`config.mk`:
```
export PLATFORM = sky130hd
export DESIGN_NAME = tmr_pair
export DESIGN_NICKNAME = d
export VERILOG_FILES = /design/src/rtl/tmr_pkg.sv /design/src/rtl/tmr_sync.sv /design/src/rtl/tmr_chan.sv /design/src/rtl/tmr_pair.sv
export SDC_FILE = /design/constraint.sdc
export NUM_CORES = 1
export LEC_CHECK = 0
export BUFFER_PORTS_ARGS = -buffer_cell sky130_fd_sc_hd__clkbuf_2
export CAP_MARGIN = 10
export CORE_AREA = 2 2 84 86
export CTS_BUF_LIST = sky130_fd_sc_hd__clkbuf_8
export DETAILED_ROUTE_END_ITERATION = 8
export DIE_AREA = 0 0 86 88
export MAX_ROUTING_LAYER = met4
export PLACE_DENSITY = 0.63
export SLEW_MARGIN = 20
export SYNTH_ARGS = -nofsm -noshare
export SYNTH_HDL_FRONTEND = slang
export SYNTH_SLANG_ARGS = --single-unit
```
`constraint.sdc`:
```
create_clock -name clk -period 3.3 [get_ports clk]
set_input_delay 0.66 -clock clk [delete_from_list [all_inputs] [get_ports clk]]
set_output_delay 0.66 -clock clk [all_outputs]
set_load 0.02 [all_outputs]
```
`src/rtl/tmr_pkg.sv`:
```
package tmr_pkg;
  typedef logic [2:0] tmode_t;
  localparam tmode_t MODE_PRE13   = 3'b000;
  localparam tmode_t MODE_CAS16   = 3'b001;
  localparam tmode_t MODE_RELOAD8 = 3'b010;
  localparam tmode_t MODE_SPLIT   = 3'b011;
endpackage

```
`src/rtl/tmr_sync.sv`:
```
// Synchroniser for an external pin; EDGE selects level or falling-edge output.
module tmr_sync #(
  parameter int STAGES = 2,
  parameter bit EDGE   = 1'b0
) (
  input  logic clk,
  input  logic rst_n,
  input  logic d,
  output logic q
);
  localparam int DEPTH = EDGE ? STAGES + 1 : STAGES;

  logic [DEPTH-1:0] sr;

  always_ff @(posedge clk or negedge rst_n) begin
    if (!rst_n) sr <= '0;
    else        sr <= {sr[DEPTH-2:0], d};
  end

  generate
    if (EDGE) begin : g_fall
      assign q = sr[DEPTH-1] & ~sr[DEPTH-2];
    end else begin : g_level
      assign q = sr[DEPTH-1];
    end
  endgenerate
endmodule

```
`src/rtl/tmr_chan.sv`:
```
// One channel's byte pair and its per-mode next-state logic.
module tmr_chan
  import tmr_pkg::*;
#(
  parameter int BYTE_W    = 8,
  parameter int PRE_W     = 5,
  parameter bit HAS_SPLIT = 1'b0
) (
  input  logic              clk,
  input  logic              rst_n,
  input  tmode_t            mode,
  input  logic              tick,
  input  logic              hi_tick,
  input  logic              wr_lo,
  input  logic              wr_hi,
  input  logic [BYTE_W-1:0] wr_data,
  output logic [BYTE_W-1:0] lo_q,
  output logic [BYTE_W-1:0] hi_q,
  output logic              ovf,
  output logic              hi_ovf
);
  localparam int WIDE_W = 2 * BYTE_W;

  logic [BYTE_W-1:0] lo_n, hi_n;
  logic              any_wr;

  assign any_wr = wr_lo | wr_hi;

  always_comb begin
    lo_n   = lo_q;
    hi_n   = hi_q;
    ovf    = 1'b0;
    hi_ovf = 1'b0;
    case (mode)
      MODE_PRE13: begin
        if (tick && !any_wr) begin
          lo_n[PRE_W-1:0] = lo_q[PRE_W-1:0] + PRE_W'(1);
          if (&lo_q[PRE_W-1:0]) begin
            hi_n = hi_q + BYTE_W'(1);
            ovf  = &hi_q;
          end
        end
      end
      MODE_CAS16: begin
        if (tick && !any_wr) begin
          {hi_n, lo_n} = {hi_q, lo_q} + WIDE_W'(1);
          ovf          = &{hi_q, lo_q};
        end
      end
      MODE_RELOAD8: begin
        if (tick && !any_wr) begin
          if (&lo_q) begin
            lo_n = hi_q;
            ovf  = 1'b1;
          end else begin
            lo_n = lo_q + BYTE_W'(1);
          end
        end
      end
      MODE_SPLIT: begin
        if (HAS_SPLIT) begin
          if (tick && !wr_lo) begin
            lo_n = lo_q + BYTE_W'(1);
            ovf  = &lo_q;
          end
          if (hi_tick && !wr_hi) begin
            hi_n   = hi_q + BYTE_W'(1);
            hi_ovf = &hi_q;
          end
        end
      end
      default: ;
    endcase
    if (wr_lo) lo_n = wr_data;
    if (wr_hi) hi_n = wr_data;
  end

  always_ff @(posedge clk or negedge rst_n) begin
    if (!rst_n) begin
      lo_q <= '0;
      hi_q <= '0;
    end else begin
      lo_q <= lo_n;
      hi_q <= hi_n;
    end
  end
endmodule

```
`src/rtl/tmr_pair.sv`:
```
// Two timer/counter channels with shared write bus and split-mode routing.
module tmr_pair
  import tmr_pkg::*;
#(
  parameter int BYTE_W      = 8,
  parameter int PRE_W       = 5,
  parameter int SYNC_STAGES = 2
) (
  input  logic              clk,
  input  logic              rst_n,
  input  logic [2:0]        mode0,
  input  logic [2:0]        mode1,
  input  logic [1:0]        run,
  input  logic [1:0]        gate_en,
  input  logic [1:0]        evt_sel,
  input  logic [1:0]        evt_pin,
  input  logic [1:0]        gate_pin,
  input  logic [1:0]        wr_lo,
  input  logic [1:0]        wr_hi,
  input  logic [BYTE_W-1:0] wr_data,
  input  logic [1:0]        flag_clr,
  output logic [BYTE_W-1:0] lo0,
  output logic [BYTE_W-1:0] hi0,
  output logic [BYTE_W-1:0] lo1,
  output logic [BYTE_W-1:0] hi1,
  output logic [1:0]        flag
);
  localparam int NCH = 2;

  tmode_t [NCH-1:0]             mode_v;
  logic   [NCH-1:0]             gate_lvl, evt_fall, enable, tick, hi_tick;
  logic   [NCH-1:0]             ovf, hi_ovf, flag_set;
  logic   [NCH-1:0][BYTE_W-1:0] lo_v, hi_v;
  logic                         split0;

  assign mode_v[0] = mode0;
  assign mode_v[1] = mode1;
  assign split0    = (mode0 == MODE_SPLIT);

  // The split high byte is driven by channel 1's run bit alone.
  assign hi_tick[0] = run[1];
  assign hi_tick[1] = 1'b0;

  generate
    for (genvar c = 0; c < NCH; c++) begin : g_ch
      tmr_sync #(.STAGES(SYNC_STAGES), .EDGE(1'b0)) i_gate_sync (
        .clk(clk), .rst_n(rst_n), .d(gate_pin[c]), .q(gate_lvl[c]));
      tmr_sync #(.STAGES(SYNC_STAGES), .EDGE(1'b1)) i_evt_sync (
        .clk(clk), .rst_n(rst_n), .d(evt_pin[c]), .q(evt_fall[c]));

      assign enable[c] = run[c] & (~gate_en[c] | gate_lvl[c]);
      assign tick[c]   = enable[c] & (evt_sel[c] ? evt_fall[c] : 1'b1);

      tmr_chan #(.BYTE_W(BYTE_W), .PRE_W(PRE_W), .HAS_SPLIT(c == 0)) i_chan (
        .clk(clk), .rst_n(rst_n), .mode(mode_v[c]), .tick(tick[c]),
        .hi_tick(hi_tick[c]), .wr_lo(wr_lo[c]), .wr_hi(wr_hi[c]),
        .wr_data(wr_data), .lo_q(lo_v[c]), .hi_q(hi_v[c]),
        .ovf(ovf[c]), .hi_ovf(hi_ovf[c]));

      always_ff @(posedge clk or negedge rst_n) begin
        if (!rst_n) flag[c] <= 1'b0;
        else        flag[c] <= flag_set[c] | (flag[c] & ~flag_clr[c]);
      end
    end
  endgenerate

  // In split mode, channel 1's flag belongs to channel 0's high byte.
  assign flag_set[0] = ovf[0];
  assign flag_set[1] = split0 ? hi_ovf[0] : ovf[1];

  assign lo0 = lo_v[0];
  assign hi0 = hi_v[0];
  assign lo1 = lo_v[1];
  assign hi1 = hi_v[1];
endmodule

```
==> results of run 1 <==
## cells in the final DEF (no fill, tap or decap), types with 5 or more instances in the layout
cell and n:
nor2b_1 8, ha_1 6, nor3_1 7, mux2i_1 5, clkbuf_2 65, xor2_1 9
and3_1 10, nand4_1 12, o21ai_0 9, xnor2_1 7, dfrtp_1 44, o22ai_1 5
nand2_1 36, nand3_1 16, a221o_1 6, a21oi_1 8, nor2_1 23, or3_1 5
clkbuf_8 5, inv_1 9, o21ai_1 10
## layout make-up
type	count	share of cell area
Clock inverter	2	0.01758
Inverter	11	0.01208
Clock buffer	5	0.02014
Sequential cell	44	0.3222
Tap cell	80	0.02929
Timing Repair Buffer	66	0.09740
Multi-Input combinational cell	251	0.5013
## per-stage QoR
stage	utilization	worst slack [ps]	hold slack, ps
final	0.5143	858.2	318.5
after global routing	0.5143	502.1	355.7
after CTS	0.5143	857.4	343.6
after detailed placement	0.4949	836.9	334.7
after global placement	0.4949	868.0	331.8
after floorplan	-	1070	331.2
## flip-flops by register name (all words and copies together) (netlist names)
| name | count |
|---|---|
| g_ch.i_chan.hi_q | 16 |
| g_ch.i_chan.lo_q | 16 |
| g_ch.i_evt_sync.sr | 6 |
| flag | 2 |
| g_ch.i_gate_sync.sr | 4 |
## cells by family after synthesis
group | synth area share
simple gates | 0.2853
flops | 0.3798
mux | 0.02115
compound gates | 0.2102
xor+xnor | 0.04834
buf+inv | 0.02935
fa+ha+maj | 0.02589
## layer usage
| metal | global-route usage | part of all wire | wire [um] |
|---|---|---|---|
| met1 | 0.3144 | 0.44 | 3659 |
| met4 | 0.07648 | 0.020 | 165 |
| met3 | 0.03864 | 0.063 | 530 |
| met2 | 0.3848 | 0.48 | 4019 |
| met5 | - | 0 | 0 |
## worst paths after layout
kind | endpoint | slack (ps) | depth (start not counted)
min in group clk | g_ch[1].i_gate_sync.sr[1] | 340 | 0
setup / recovery | g_ch[0].i_chan.hi_q[3] | 860 | 9
setup reg to reg | g_ch[0].i_chan.hi_q[3] | 860 | 9
hold / removal | g_ch[1].i_chan.lo_q[5] | 320 | 1
hold reg to reg | g_ch[1].i_gate_sync.sr[1] | 340 | 0
max in group asynchronous | g_ch[1].i_gate_sync.sr[0] | 2220 | 2
## power groups by stage
stage          Sequential, mW  Combinational, mW  Clock (mW)
5_1_grt                 0.676              0.380       0.530
2_1_floorplan           0.701              0.174           0
4_1_cts                 0.665              0.347       0.499
3_3_place_gp            0.674              0.340           0
3_5_place_dp            0.675              0.345           0
6_report                0.666              0.345       0.493
==> flow_summary.toml, run 1 <==
[run_status]
status = "completed"

[global_route]
antenna_found_initial = 0
grt_pass1_vias = 2477
grt_use_total = 0.2412
grt_pass1_wl_mm = 13.48
grt_max_degree = 26
grt_overflow = 0

[synth]
synth_edf_count = 0
synth_cells = 316
yosysSeqAreaShare = 0.3798
synth_cell_types = 65
synth_nets = 354
yosys.area.top_type = "dfrtp_1"
ys_top_cells_by_area = "dfrtp_1 38%, nand2_1 4.7%, nor2_1 3.0%"
syn-cell-area_mm2 = 0.002899
synthTopCellsByCount = "44 x dfrtp_1, 36 x nand2_1, 23 x nor2_1"
synth_seq_cells = 44
ys.flop_type = "dfrtp_1"
yosys.area.top_type_share = 0.3798
yosysWarnings = 0
synth_area_per_cell_um2 = 9.174
async_flop_share = 1.000
synth.most_common_cell = "dfrtp_1"

[layout]
seq_area_mm2 = 0.001101
fillCellCount = 644
area_growth_pct = 17.87
layout-drive-gt1-share = 0.2533
n_antenna_cell = 0
nets = 417
multi_input_area_mm2 = 0.001713
design_area_mm2 = 0.003417
layout.cells.non_filler = 459

[setup_path]
cp.arrival_ps = 2660
r2r-start = "g_ch[0].i_chan.lo_q[0]"
crit_family = "compound AO/OA/AOI/OAI gates"
worst-path-max-fanout = 11
path_cells = "ha_1 -> nand3_1 -> clkinv_1 -> ha_1 -> nor2_1 -> nor3_1 -> a21oi_1 -> o21ai_0 -> a31oi_1"
required_ps = 3520
cp_num_buf_inv = 1
start_kind = "flip-flop"
endpoint_kind = "flip-flop"
crit_top_cell = "ha_1"
criticalPathCategory = "flip-flop to flip-flop"
cp-startpoint = "g_ch[0].i_chan.lo_q[0]"
cp_slowest_cell = "a21oi_1"
slowest_delay_ps = 620

[clock_tree]
cts.sink_count = 44
cts_resized = 0
clkLatencyLatePin_ps = 300
clockBufferDepth = 2
hold_buffers = 0
post_cts_buffers = 0
root_buffer = "clkbuf_8"
ctsHtreeMaxLevel = 2
cts_buffers = 5
path_clk_slew_ps = 90
tritoncts = "yes"

[timing]
tns_ps = 0
rsz0062_at_grt = "false"
finClkSkew_ps = 10.85
drv_slew = 0
tightestPinTransition_ps = 755.8
max_freq_mhz = 409.5
slew_headroom = 0.4961
finalHoldViolations = 0
post-route-min-period_ps = 2442
setup_violations = 0
period_share = 0.7399

[job]
cap_violations = 0

[die]
start_util = 0.4363
num_rows = 30
die_h_um = 88
fp.dieArea_mm2 = 0.007568
core_mm2 = 0.006644
die_w_um = 86
pin_count = 66

[route]
post-route-drc-count = 0
wl_per_cell_um = 18.25
vias = 2730
firstDrtPassIters = 4
drt_iter0_drc = 132
totalWireLength_mm = 8.375
ant_nets = 0
viasPerCell = 5.948

[pwr]
internal_power_mw = 1.017
comb_power_share = 0.229
swShare = 0.3235
p_switching_mw = 0.4863
p_seq_frac = 0.443
clkPwrFrac = 0.328
power.density_mw_per_mm2 = 440.0
p_leak_nw = 1.487
power_mw = 1.503
vdd_ir_drop_max_mv = 0.1895

[placement]
port_buffers = 65
gp_congestion = 0.9498
place_hpwl_mm = 6.326
placedCellCount = 452
place_area_mm2 = 0.003288

[min_path]
hp-class = "input port to async pin"
Note: power is estimated with default switching activity, not from simulation.
==> run 2, diff against run 1 <==
--- a/config.mk
+++ b/config.mk
@@ -12,7 +12,7 @@
 export DETAILED_ROUTE_END_ITERATION = 8
 export DIE_AREA = 0 0 86 88
 export MAX_ROUTING_LAYER = met4
-export PLACE_DENSITY = 0.63
+export PLACE_DENSITY = 0.65
 export SLEW_MARGIN = 20
 export SYNTH_ARGS = -nofsm -noshare
 export SYNTH_HDL_FRONTEND = slang
==> constraint.sdc (replaced) <==
create_clock -name clk -period 2.2 [get_ports clk]
set_input_delay 0.44 -clock clk [delete_from_list [all_inputs] [get_ports clk]]
set_output_delay 0.44 -clock clk [all_outputs]
set_load 0.02 [all_outputs]
==> run 2 against run 1 <==
  * The run now ends with DRC left
  * Sequential cell count is the same
  * Non-clock buffer count grew 21
  * Power grew 41%
  * First-iteration DRC count grew 48%
  * Utilization grew 2.3 points
  * Design area grew 4.5%
  * Sequential power grew 47%
  * Clock power grew 10%
  * Combinational power grew 74%
  * Fmax grew 16%
  * Clock skew shrank 2.5 ps
  * Critical endpoint is now g_ch[1].i_chan.hi_q[7]
  * Largest cell class unchanged
  * Largest power group unchanged
==> flow_summary.toml, run 2 (synthesis results as in run 1) <==
[setup_path]
endpoint_kind = "flip-flop"
cp-startpoint = "g_ch[1].i_chan.lo_q[0]"
required_ps = 2380
reg2regPathDepth = 8
slowest_delay_ps = 420
r2r_setup_slack_ps = 100
crit_end = "g_ch[1].i_chan.hi_q[7]"
r2r-start = "g_ch[1].i_chan.lo_q[0]"
crit_top_cell = "ha_1"
start_kind = "flip-flop"
path_cells = "ha_1 -> and3_1 -> ha_1 -> o21ba_4 -> or3b_4 -> nor4_4 -> xnor2_1 -> o21ai_1"
timing.rr.end = "g_ch[1].i_chan.hi_q[7]"
worst-path-max-fanout = 6
criticalPathCategory = "flip-flop to flip-flop"
cp.arrival_ps = 2280
cp_slowest_cell = "or3b_4"

[layout]
nets = 438
layout.cells.non_filler = 481
n_antenna_cell = 0
layout-drive-gt1-share = 0.3017
reg_top3 = "g_ch.i_chan.hi_q (16), g_ch.i_chan.lo_q (16), g_ch.i_evt_sync.sr (6)"
area_growth_pct = 23.13
layout_common_cells = "65 x clkbuf_2, 42 x dfrtp_1, 36 x nand2_1"
final_common_cell = "clkbuf_2"

[die]
start_util = 0.4363
die_h_um = 88
pin_count = 66
die_w_um = 86
core_mm2 = 0.006644
fp.dieArea_mm2 = 0.007568
num_rows = 30

[clock_tree]
clkLatencyLatePin_ps = 310
cts.sink_count = 44
cts_buffers = 5
hold_buffers = 0
root_buffer = "clkbuf_8"
clockBufferDepth = 2
ctsHtreeMaxLevel = 2
tritoncts = "yes"
path_clk_slew_ps = 100

[global_route]
grt_pass1_vias = 2702
grt_pass1_wl_mm = 14.15
grt_max_degree = 45
grt_overflow = 0
antenna_found_initial = 0
grt_use_total = 0.2540

[route]
drt_iter0_drc = 195
totalWireLength_mm = 8.928
wl_per_cell_um = 18.56
firstDrtPassIters = 6
viasPerCell = 5.944
post-route-drc-count = 1
ant_nets = 0
vias = 2859

[placement]
place_hpwl_mm = 6.599
gp_congestion = 0.8886
port_buffers = 65
placedCellCount = 471
place_ws_ps = 35.64

[job]
cap_violations = 0

[timing]
tightestPinTransition_ps = 584.3
finClkSkew_ps = 8.322
max_freq_mhz = 476.1
tns_ps = 0
fin_hold_ws_ps = 213.0
drv_slew = 0
slew_headroom = 0.6105
fin_ws_ps = 99.53
period_share = 0.9548
finalHoldViolations = 0
post-route-min-period_ps = 2100
setup_violations = 0

[pwr]
power.density_mw_per_mm2 = 594.6
p_leak_nw = 1.580
vdd_ir_drop_max_mv = 0.3290
power_mw = 2.123

[min_path]
hp-class = "input port to async pin"

[run_status]
status = "finished, violations left"
violations = "DRC"
run 2: cell count changes in the layout (fill, tap and decap cells not counted), sizes merged:
cell,before,now
buf,1,22
bufinv,2,0
clkinvlp,0,2
clkinv,2,3
run 2: cell type report:
class / instances / area, um^2
inverter: 11 / 41.29
clock inverter: 3 / 23.77
multi-input combinational: 251 / 1742
sequential: 44 / 1104
tap: 80 / 100.1
timing repair buffer: 87 / 490.5
fill: 644 / 3074
clock buffer: 5 / 68.82
run 2: worst min-delay path by stage:
stage,start,end,slack [ps]
global placement,g_ch[1].i_gate_sync.sr[0],g_ch[1].i_gate_sync.sr[1],330
floorplan,rst_n,flag[0],140
CTS,evt_pin[1],g_ch[1].i_evt_sync.sr[0],220
finish,rst_n,g_ch[1].i_chan.lo_q[5],210
detailed placement,g_ch[0].i_gate_sync.sr[0],g_ch[0].i_gate_sync.sr[1],340
global route,gate_pin[1],g_ch[1].i_gate_sync.sr[0],220
run 2: critical path, delay by kind of cell, from the launching register on:
kind | cells | cell delay (ps)
flip-flops | 1 | 370
XOR/XNOR | 1 | 150
AO/OA/AOI/OAI | 2 | 250
AND/OR/NAND/NOR | 3 | 850
adder cells (fa/ha/maj) | 2 | 350
run 2: per-layer routing:
layer / routed length [um] / global-route usage / up-vias
met5: 0 / - / -
met4: 163 / 0.08369 / 0
met3: 416 / 0.03487 / 14
met2: 4349 / 0.4130 / 96
met1: 3998 / 0.3273 / 1395
li1: - / - / 1354
run 2: timing repair:
item	4_1_cts	5_1_grt
resized for setup	0	4
setup endpoints to repair	0	9
buffers inserted	0	2
run 2: power by group:
part | internal, mW | switching (mW) | leakage (nW)
clock network | 0.226 | 0.317 | 0.0404
registers | 0.879 | 0.0991 | 0.520
logic | 0.242 | 0.359 | 1.02
total | 1.35 | 0.776 | 1.58
run 2: metrics by stage:
step | util | area, um^2
after CTS | 0.5307 | 3526
after floorplan | - | 2902
final | 0.5373 | 3570
after global routing | 0.5373 | 3570
after global placement | 0.5168 | 3433
after detailed placement | 0.5168 | 3433
==> run 3, diff against run 2 <==
--- a/config.mk
+++ b/config.mk
@@ -7,13 +7,13 @@
 export LEC_CHECK = 0
 export BUFFER_PORTS_ARGS = -buffer_cell sky130_fd_sc_hd__clkbuf_2
 export CAP_MARGIN = 10
-export CORE_AREA = 2 2 84 86
+export CORE_AREA = 2 2 86 88
 export CTS_BUF_LIST = sky130_fd_sc_hd__clkbuf_8
 export DETAILED_ROUTE_END_ITERATION = 8
-export DIE_AREA = 0 0 86 88
+export DIE_AREA = 0 0 88 90
 export MAX_ROUTING_LAYER = met4
 export PLACE_DENSITY = 0.65
-export SLEW_MARGIN = 20
 export SYNTH_ARGS = -nofsm -noshare
 export SYNTH_HDL_FRONTEND = slang
+export SYNTH_HIERARCHICAL = 1
 export SYNTH_SLANG_ARGS = --single-unit
==> run 3 against run 2 <==
  * Synthesized area grew 4.4%
  * Sequential share of layout area shrank 1.2 points
  * Worst hold slack lost 120 ps
  * Combinational power is essentially flat
  * Utilization shrank 0.87 points
  * The flow now finishes without violations
  * Fmax shrank 2.5%
  * Synthesized cell count grew 6.6%
  * Cell count grew 8.3%
  * Power grew 1.1%
  * Largest cell class unchanged
  * Largest power group unchanged
==> flow_summary.toml, run 3 <==
[run_status]
status = "completed"

[global_route]
antenna_found_initial = 0
grt_pass1_vias = 2766
grt_overflow = 0
grt_max_degree = 26
grt_pass1_wl_mm = 14.70
grt_use_total = 0.2456

[timing]
period_share = 0.9796
finalHoldViolations = 0
drv_slew = 0
rsz0062_at_grt = "true"
finClkSkew_ps = 9.277
slew_headroom = 0.6069
post-route-min-period_ps = 2155
tightestPinTransition_ps = 583.6
tns_ps = 0
max_freq_mhz = 464.0
setup_violations = 0

[route]
ant_nets = 0
viasPerCell = 5.871
post-route-drc-count = 0
drt_iter0_drc = 164
wl_per_cell_um = 17.51
firstDrtPassIters = 5
totalWireLength_mm = 9.123
vias = 3059

[placement]
port_buffers = 65
place_hpwl_mm = 6.760
gp_congestion = 0.9638

[die]
pin_count = 66
start_util = 0.4311
core_mm2 = 0.007020
num_rows = 31
die_h_um = 90
die_w_um = 88
fp.dieArea_mm2 = 0.007920

[setup_path]
required_ps = 2450
cp_slowest_cell = "dfrtp_1"
cp_num_buf_inv = 1
path_cells = "nor2b_4 -> o221a_4 -> or3b_4 -> o31a_1 -> buf_4 -> or4_1 -> nand3_1"
start_kind = "flip-flop"
criticalPathCategory = "flip-flop to flip-flop"
crit_family = "simple AND/OR/NAND/NOR gates"
worst-path-max-fanout = 6
slowest_delay_ps = 420
endpoint_kind = "flip-flop"
cp.arrival_ps = 2400

[clock_tree]
ctsHtreeMaxLevel = 2
path_clk_slew_ps = 90
cts_buffers = 5
hold_buffers = 0
tritoncts = "yes"
clkLatencyLatePin_ps = 310
cts.sink_count = 44
root_buffer = "clkbuf_8"
clockBufferDepth = 2

[pwr]
p_leak_nw = 1.659
p_switching_mw = 0.7663
p_seq_frac = 0.454
swShare = 0.3572
clkPwrFrac = 0.263
comb_power_share = 0.282
internal_power_mw = 1.379
vdd_ir_drop_max_mv = 0.3476
power.density_mw_per_mm2 = 578.0

[layout]
fillCellCount = 669
area_growth_pct = 22.61
final_core_util = 0.5286
reg_top3 = "g_ch.i_chan/hi_q (16), g_ch.i_chan/lo_q (16), g_ch.i_evt_sync/sr (6)"
n_antenna_cell = 0
nets = 460
layout_common_cells = "65 x clkbuf_2, 44 x dfrtp_1, 36 x nand2_1"
seq_area_mm2 = 0.001101
multi_input_area_mm2 = 0.001765
layout-drive-gt1-share = 0.2820
final_common_cell = "clkbuf_2"

[synth]
yosysWarnings = 6
syn-cell-area_mm2 = 0.003027
synth_cells = 337
synth_area_per_cell_um2 = 8.981
synth_nets = 376

[min_path]
hp-class = "input port to async pin"

[job]
cap_violations = 0
## run 3: cell count changes in the layout (fill, tap and decap cells not counted), sizes merged, moves of 4 or more
cell and change:
nor2 -6, a211o -4, o31ai +8, o21ai -7, o21a +5, buf +6, a31oi +8, xor2 -7
or4 +5, nand2b -4, a22oi +4, inv +11, o221ai +4
## run 3: worst register-to-register path: stages, from the launching register on
cell     delay, ps
dfrtp_1        420
nor2b_4        120
o221a_4        180
or3b_4         390
o31a_1         360
buf_4          160
or4_1          390
nand3_1        100
## run 3: routing by layer
metal	part of all wire	global-route usage
met5	0	-
met4	0.017	0.06410
met3	0.059	0.03214
met2	0.45	0.3453
met1	0.47	0.3716
## run 3: final timing paths
path	startpoint	endpoint	slack, ps	cells after the start
setup / recovery	g_ch[0].i_evt_sync/sr[1]	g_ch[0].i_chan/hi_q[7]	40	7
hold / removal	rst_n	g_ch[1].i_chan/hi_q[1]	90	1
setup reg to reg	g_ch[0].i_evt_sync/sr[1]	g_ch[0].i_chan/hi_q[7]	40	7
hold reg to reg	g_ch[1].i_gate_sync/sr[0]	g_ch[1].i_gate_sync/sr[1]	350	0
max in group asynchronous	rst_n	g_ch[0].i_chan/hi_q[6]	1600	2
min in group clk	gate_pin[1]	g_ch[1].i_gate_sync/sr[0]	240	1
## run 3: cell type report
class / count / area share
Clock inverter: 2 / 0.004046
Tap cell: 99 / 0.03338
Clock buffer: 6 / 0.02225
Timing Repair Buffer: 93 / 0.1477
Inverter: 20 / 0.02023
Multi-Input combinational cell: 257 / 0.4757
Sequential cell: 44 / 0.2967
## run 3: power by group through the flow
stage	Combinational [mW]	Clock [mW]	Sequential (mW)
3_3_place_gp	0.588	0	0.986
2_1_floorplan	0.273	0	1.05
6_report	0.605	0.565	0.975
4_1_cts	0.600	0.583	0.973
5_1_grt	0.664	0.613	0.988
3_5_place_dp	0.594	0	0.989
## run 3: through the flow
stage / setup slack, ps / cell area (um^2) / total power, mW / hold WS [ps] / instances
after CTS: 4.909 / 3687 / 2.156 / 103.6 / 519
after floorplan: 38.30 / 3027 / 1.326 / 144.4 / 337
final: 44.83 / 3711 / 2.145 / 88.47 / 521
after global placement: -93.50 / 3581 / 1.574 / 332.7 / 510
after global routing: -23.52 / 3711 / 2.266 / 121.1 / 521
after detailed placement: -150.7 / 3581 / 1.583 / 336.5 / 510
## run 3: timing repair
item	CTS	global route
gates resized for setup	0	1
gates cloned	1	0
pin swaps	5	4
setup endpoints to repair	6	6
endpoints found under the hold margin	0	0
buffers inserted	0	2
